===== config.mk =====
export PLATFORM = sky130hd
export DESIGN_NAME = mbx_irq_ctrl
export DESIGN_NICKNAME = d
export VERILOG_FILES = /design/src/rtl/mbx_pkg.sv /design/src/rtl/mbx_port_decode.sv /design/src/rtl/mbx_flag.sv /design/src/rtl/mbx_irq_ctrl.sv
export SDC_FILE = /design/constraint.sdc
export NUM_CORES = 1
export LEC_CHECK = 0
export BUFFER_PORTS_ARGS = -buffer_cell sky130_fd_sc_hd__buf_2
export CAP_MARGIN = 10
export CORE_AREA = 2 2 39 41
export DETAILED_ROUTE_END_ITERATION = 12
export DIE_AREA = 0 0 41 43
export PLACE_DENSITY = 0.45
export REMOVE_ABC_BUFFERS = 1
export SLEW_MARGIN = 10
export SYNTH_ARGS = -nofsm -noshare
export SYNTH_HDL_FRONTEND = slang
export SYNTH_SLANG_ARGS = --single-unit

===== constraint.sdc =====
create_clock -name clk -period 1.05 [get_ports clk]
set_clock_uncertainty 0.1 [all_clocks]
set_input_delay 0 -clock clk [delete_from_list [all_inputs] [get_ports clk]]
set_output_delay 0 -clock clk [all_outputs]
set_load 0.03 [all_outputs]

===== src/rtl/mbx_pkg.sv =====
package mbx_pkg;

    // Decoded strobes for one port's access on the current edge
    typedef struct packed {
        logic sel;   // chip enabled
        logic wr;    // enabled write
        logic rd;    // enabled read with output enable
    } port_ctl_t;

    localparam int NUM_PORTS = 2;
    localparam int LEFT_IDX  = 0;
    localparam int RIGHT_IDX = 1;

    function automatic port_ctl_t decode_ctl(input logic cs_n,
                                             input logic rw,
                                             input logic oe_n);
        port_ctl_t c;
        c.sel = ~cs_n;
        c.wr  = ~cs_n & ~rw;
        c.rd  = ~cs_n & rw & ~oe_n;
        return c;
    endfunction

endpackage


===== src/rtl/mbx_port_decode.sv =====
module mbx_port_decode
    import mbx_pkg::*;
#(
    parameter int ADDR_W = 11,
    parameter logic [ADDR_W-1:0] OWN_BOX  = '0,
    parameter logic [ADDR_W-1:0] PEER_BOX = '0
) (
    input  logic              cs_n,
    input  logic              rw,
    input  logic              oe_n,
    input  logic [ADDR_W-1:0] addr,
    output logic              post_hit,
    output logic              take_hit
);

    port_ctl_t ctl;

    always_comb begin
        ctl      = decode_ctl(cs_n, rw, oe_n);
        post_hit = ctl.wr & (addr == PEER_BOX);
        take_hit = ctl.rd & (addr == OWN_BOX);
    end

endmodule


===== src/rtl/mbx_flag.sv =====
module mbx_flag (
    input  logic clk,
    input  logic rst,
    input  logic set_req,
    input  logic clr_req,
    output logic irq_n
);

    always_ff @(posedge clk) begin
        if (rst) begin
            irq_n <= 1'b1;
        end else if (set_req) begin
            irq_n <= 1'b0;
        end else if (clr_req) begin
            irq_n <= 1'b1;
        end
    end

endmodule


===== src/rtl/mbx_irq_ctrl.sv =====
module mbx_irq_ctrl
    import mbx_pkg::*;
#(
    parameter int ADDR_W = 11
) (
    input  logic              clk,
    input  logic              rst,
    input  logic              lft_cs_n,
    input  logic              lft_rw,
    input  logic              lft_oe_n,
    input  logic [ADDR_W-1:0] lft_addr,
    input  logic              rgt_cs_n,
    input  logic              rgt_rw,
    input  logic              rgt_oe_n,
    input  logic [ADDR_W-1:0] rgt_addr,
    output logic              lft_irq_n,
    output logic              rgt_irq_n
);

    localparam logic [ADDR_W-1:0] TOP_WORD  = '1;
    localparam logic [ADDR_W-1:0] LEFT_BOX  = TOP_WORD - 1'b1;
    localparam logic [ADDR_W-1:0] RIGHT_BOX = TOP_WORD;

    logic [NUM_PORTS-1:0] cs_n_v, rw_v, oe_n_v;
    logic [ADDR_W-1:0]    addr_v [NUM_PORTS];
    logic [NUM_PORTS-1:0] post_v, take_v, irq_v;

    assign cs_n_v = {rgt_cs_n, lft_cs_n};
    assign rw_v   = {rgt_rw, lft_rw};
    assign oe_n_v = {rgt_oe_n, lft_oe_n};
    assign addr_v[LEFT_IDX]  = lft_addr;
    assign addr_v[RIGHT_IDX] = rgt_addr;

    for (genvar p = 0; p < NUM_PORTS; p++) begin : g_port
        localparam logic [ADDR_W-1:0] OWN  = (p == LEFT_IDX) ? LEFT_BOX : RIGHT_BOX;
        localparam logic [ADDR_W-1:0] PEER = (p == LEFT_IDX) ? RIGHT_BOX : LEFT_BOX;
        localparam int OTHER = NUM_PORTS - 1 - p;

        mbx_port_decode #(
            .ADDR_W  (ADDR_W),
            .OWN_BOX (OWN),
            .PEER_BOX(PEER)
        ) u_dec (
            .cs_n    (cs_n_v[p]),
            .rw      (rw_v[p]),
            .oe_n    (oe_n_v[p]),
            .addr    (addr_v[p]),
            .post_hit(post_v[p]),
            .take_hit(take_v[p])
        );

        mbx_flag u_flag (
            .clk    (clk),
            .rst    (rst),
            .set_req(post_v[OTHER]),
            .clr_req(take_v[p]),
            .irq_n  (irq_v[p])
        );
    end

    assign lft_irq_n = irq_v[LEFT_IDX];
    assign rgt_irq_n = irq_v[RIGHT_IDX];

endmodule


# Word level (Yosys, flattened, before mapping)
# Cells that the tools add are included.
[totals]
register_bits = 2
wordCells = 28
[classes]
n_eq_ne = 4
muxes = 4
n_bitwise = 16
n_reduce_logical = 2
[ops]
columns = ["operator", "count"]
rows = [
  ["equality test 11 bit (second input constant)", 4],
  ["AND 1 bit", 10],
  ["inverter 1 bit", 6],
  ["2-to-1 mux 1 bit", 4],
  ["nonzero test 2 bit", 2],
]

# Longest topological paths before layout
[logic_depth]
depth_word = 6
mapped_depth = 3
mapped_depth_nobuf = 3

# Cells and area by module
# From an unflattened synthesis, not the netlist that was laid out.
[hier_totals]
hier_cells = 20
area_unflattened_um2 = 188.9
[by_module_without_submodules]
columns = ["mod", "instances", "cells_each", "area_per_inst_um2", "seq_area_each_um2"]
rows = [
  ["mbx_flag", 2, 3, 35.0, 20.0],
  ["mbx_port_decode at g_port[1].u_dec", 1, 7, 65.1, 0.0],
  ["mbx_port_decode at g_port[0].u_dec", 1, 7, 53.8, 0.0],
]

# Worst setup path after synthesis
# OpenSTA, ideal clock, no wires.
[synth_timing]
kind = "in2reg"
startpoint = "input rgt_cs_n"
endpoint = "register g_port[0].u_flag.irq_n"
setup_time_ps = 122
arrival_time_ps = 763
t_required_ps = 828
slack_ps = 65
cell_stages = 3
n_path_buf = 0
path_cell_list = "nand4b_1 -> or3_2 -> o32a_1"
[synth_via]
elab_chain_len = 4
[synth_rtl]
columns = ["element", "line", "text"]
rows = [
  ["start: declaration", "mbx_irq_ctrl.sv:12", "input logic rgt_cs_n,"],
  ["inverter 1 bit (*)", "mbx_pkg.sv:19", "c.wr = ~cs_n & ~rw;"],
  ["AND 1 bit (*)", "mbx_pkg.sv:19", ""],
  ["AND 1 bit (*)", "mbx_port_decode.sv:20", "post_hit = ctl.wr & (addr == PEER_BOX);"],
  ["2-to-1 mux 1 bit / nonzero test 2 bit (equally long branches)", "-", ""],
  ["end signal: assignment", "mbx_flag.sv:11", "irq_n <= 1'b1;"],
  ["end signal: assignment", "mbx_flag.sv:13", "irq_n <= 1'b0;"],
  ["end signal: assignment", "mbx_flag.sv:15", "irq_n <= 1'b1;"],
  ["end: declaration", "mbx_flag.sv:6", "output logic irq_n"],
]
# Mark *: on every way between the ends. The rest lies on a longest branch, timed or not.
# A chain may end at the register's enable or synchronous reset.

# Worst setup path in the final report
[layout_timing]
startpoint = "input rst"
endpoint = "register g_port[0].u_flag.irq_n"
[layout_rtl]
columns = ["element", "line", "text"]
rows = [
  ["start: declaration", "mbx_irq_ctrl.sv:7", "input logic rst,"],
]
# No word-level cell between the ends.

==> summary.txt <==
GRT
  – Wire length of the first global-routing pass: 917 microns
  – Vias in the first global route: roughly 260
  – GRT Residual Overflow: 0
  – Initial antenna violation count: 0
  – Maximum number of pins on one net before global-route repair: 4
  – Overall fraction of global-route tracks in use: 0.08008

Run status
  – Run status: finished clean

STA
  – FMAX: ~1000 MHz
  – Endpoints failing hold: 0
  – Final sum of negative setup slack: 0 ns
  – Unrepaired setup endpoints after global routing: false
  – Normalized max-slew margin: 0.8141
  – Finish-stage setup viols: 0
  – Number of pins exceeding their max-slew limit in the final report: 0
  – Period minus WS final: approximately 1.0 ns
  – Transition at the pin with the smallest max-transition slack: around 0.28 ns
  – Share of the cycle needed by the critical path after routing: 0.9564
  – Min setup slack post-route: between 0.04 and 0.05 ns

Worst setup path
  – Setup slack on the worst flop-to-flop path: roughly 0.21 ns
  – Cell type of the slowest stage on the worst timing path: sky130_fd_sc_hd__dlygate4sd3_1
  – Arrival time at the worst endpoint: between 1 and 1.5 ns
  – Kind of critical path: in2reg
  – CP Cell Sequence: buf_2 > dlygate4sd3_1 > o32a_1
  – CP max stage delay: 0.57 ns
  – Endpoint type of the worst setup path: register
  – Start of the worst register-to-register path: g_port[0].u_flag.irq_n
  – Startpoint Class: input pin
  – Worst R2R Path Depth: 1
  – Maximum net fanout on the critical path: 3
  – Required time at the worst-slack endpoint: ~1.1 ns
  – Reg2Reg Capture Point: g_port[0].u_flag.irq_n

Cells and area
  – Final net count: between 80 and 90
  – Largest registers in the final layout: g_port.u_flag.irq_n: 2 flops
  – Largest register FFs: 2
  – Fraction of layout instances using a drive strength above 1: 0.6667
  – Top library cells by usage in the layout, fill and taps aside: 31 x sky130_fd_sc_hd__buf_2, 3 x sky130_fd_sc_hd__nand4_1, 3 x sky130_fd_sc_hd__clkbuf_4
  – Final Instance Area: slightly below 400 sq um
  – Layout overhead on the synthesized area: 150.0%
  – Final std cells w/o fill: 73
  – Antenna Diode Count: 0
  – Most common cell after layout, fill and taps aside: sky130_fd_sc_hd__buf_2
  – Largest register by flop count: g_port.u_flag.irq_n

Pwr
  – Worst IR Drop VDD: between 0.0005 and 0.0006 V
  – Leakage power total: about 0.00018 uW
  – Power Density: around 830 nW/um^2

Min path
  – Type of the tightest min-delay check: in2reg
  – Sink of the worst hold path: g_port[0].u_flag.irq_n
  – Hold path start: rgt_rw
  – Depth of the worst hold-timing path: 3

Route
  – Detailed router's first-iteration violation count: 0
  – Vias per cell: between 4 and 5
  – Number of nets with antenna violations after detailed routing: 0
  – Average wire length per cell after detail routing: 8.507 microns
  – Remaining design rule violation count: 0
  – Number of search-and-repair iterations in the first detailed-routing pass: 1
  – Sum of routed wire length over all layers: roughly 620 microns
  – Detailed-route via count: slightly above 300

Logic synthesis
  – Cell count after synthesis: 19
  – Post-synthesis register bit count: 2
  – Post-Syn Area: ~160 sq um
  – Number of different library cells in the post-synthesis netlist: 14
  – Mean cell area of the mapped netlist: around 8.2 sq um
  – Share of the yosys chip area belonging to registers: 0.2581
  – Yosys warns: 0

Clock tree
  – Count of clock tree sinks: 2
  – Post-CTS setup-driven buffer insertion count: 0
  – Number of buffers on the longest clock path: 2
  – Total CTS buffers: 3
  – CTS clk-pin slew, worst paths: around 0.03 ns
  – Deepest level of the CTS H-tree: 1
  – Worst-skew pair later-pin latency: 0.22 ns
  – TritonCTS clock tree: done
  – CTS root buf: sky130_fd_sc_hd__clkbuf_4

Floorplan
  – I/O pins: 32
  – Row count: 14
  – X dimension of the die: 41 microns
  – Die Area: 1763 sq um
  – Die outline height: 43 microns
  – Area of the core region: 1384 sq um
  – Initial Utilization: 0.1121

Placed design
  – Final Wtd Congestion: roughly 0.66
  – # port buffers: 31
  – Cell count after placement: just under 70
  – Placed cell areas: ~350 sq um
  – Post-Place Setup Slack: -0.1312 ns
  – HPWL after detailed placement: between 500 and 600 microns

Run
  – Number of violations of the max-capacitance limit: 0
[layer usage]
layer	vias up	routed length [microns]	global-route usage
met1	125	233	0.09554
met5	-	0	0
met3	2	97	0.01571
met4	0	17	0.08000
met2	22	272	0.1094
li1	159	-	-
[synthesized netlist by cell type]
cell type / count / share of area
sky130_fd_sc_hd__nand4_1: 3 / 0.12
sky130_fd_sc_hd__dfxtp_1: 2 / 0.26
sky130_fd_sc_hd__nand3b_1: 2 / 0.097
sky130_fd_sc_hd__nor2_1: 2 / 0.048
sky130_fd_sc_hd__a32oi_1: 1 / 0.056
sky130_fd_sc_hd__nand3_1: 1 / 0.032
sky130_fd_sc_hd__nand4b_1: 1 / 0.056
sky130_fd_sc_hd__nor3_1: 1 / 0.032
sky130_fd_sc_hd__nor4_1: 1 / 0.040
sky130_fd_sc_hd__o32a_1: 1 / 0.065
sky130_fd_sc_hd__or3_1: 1 / 0.040
sky130_fd_sc_hd__or3_2: 1 / 0.048
sky130_fd_sc_hd__or3b_2: 1 / 0.056
sky130_fd_sc_hd__or4_1: 1 / 0.048
[where the power goes]
| group | internal (uW) | switching (uW) | leakage, uW |
|---|---|---|---|
| logic | 54.0 | 22.4 | 0.000153 |
| registers | 76.6 | 0.00590 | 0.0000162 |
| clock network | 126 | 43.8 | 0.0000138 |
[area by class of cell]
cell class / instances / area (sq um)
fill: 157 / 996.0
timing repair buffer: 35 / 190.2
multi-input combinational: 17 / 115.1
sequential: 2 / 40.04
clock buffer: 3 / 22.52
tap: 16 / 20.02
[cells by family (layout without fill, tap and decap cells)]
family | Yosys count | in the layout | share of synthesized area
compound gates | 2 | 2 | 0.1210
simple gates | 15 | 15 | 0.6210
flops | 2 | 2 | 0.2581
buf+inv | 0 | 38 | 0
[how the worst max path moves through the flow]
stage / cells after the start / end / start
after global placement: 4 / g_port[1].u_flag.irq_n / rgt_cs_n
after global routing: 3 / g_port[0].u_flag.irq_n / rst
after CTS: 3 / g_port[0].u_flag.irq_n / rst
after floorplan: 3 / g_port[0].u_flag.irq_n / rgt_cs_n
after detailed placement: 4 / g_port[1].u_flag.irq_n / rgt_cs_n
final: 3 / g_port[0].u_flag.irq_n / rst
[critical path, delay by kind of cell]
family | cells | cell delay [ns]
buffers and inverters | 2 | 0.68
AOI/OAI and AO/OA | 1 | 0.33
[timing repair]
item                      CTS  global route
hold endpoints to repair    2             0
hold buffers                2             0
gates resized for setup     0             0
[per-stage QoR]
step / power (uW) / hold WS, ns / util
after CTS: 334.7 / 0.01343 / 0.2803
after global placement: 147.9 / 0.1890 / 0.2495
after global routing: 353.3 / 0.03762 / 0.2803
after detailed placement: 148.7 / 0.1905 / 0.2495
final: 322.9 / 0.01944 / 0.2803
after floorplan: 88.78 / 0.01547 / -
Power figures use the tool's default switching activity.
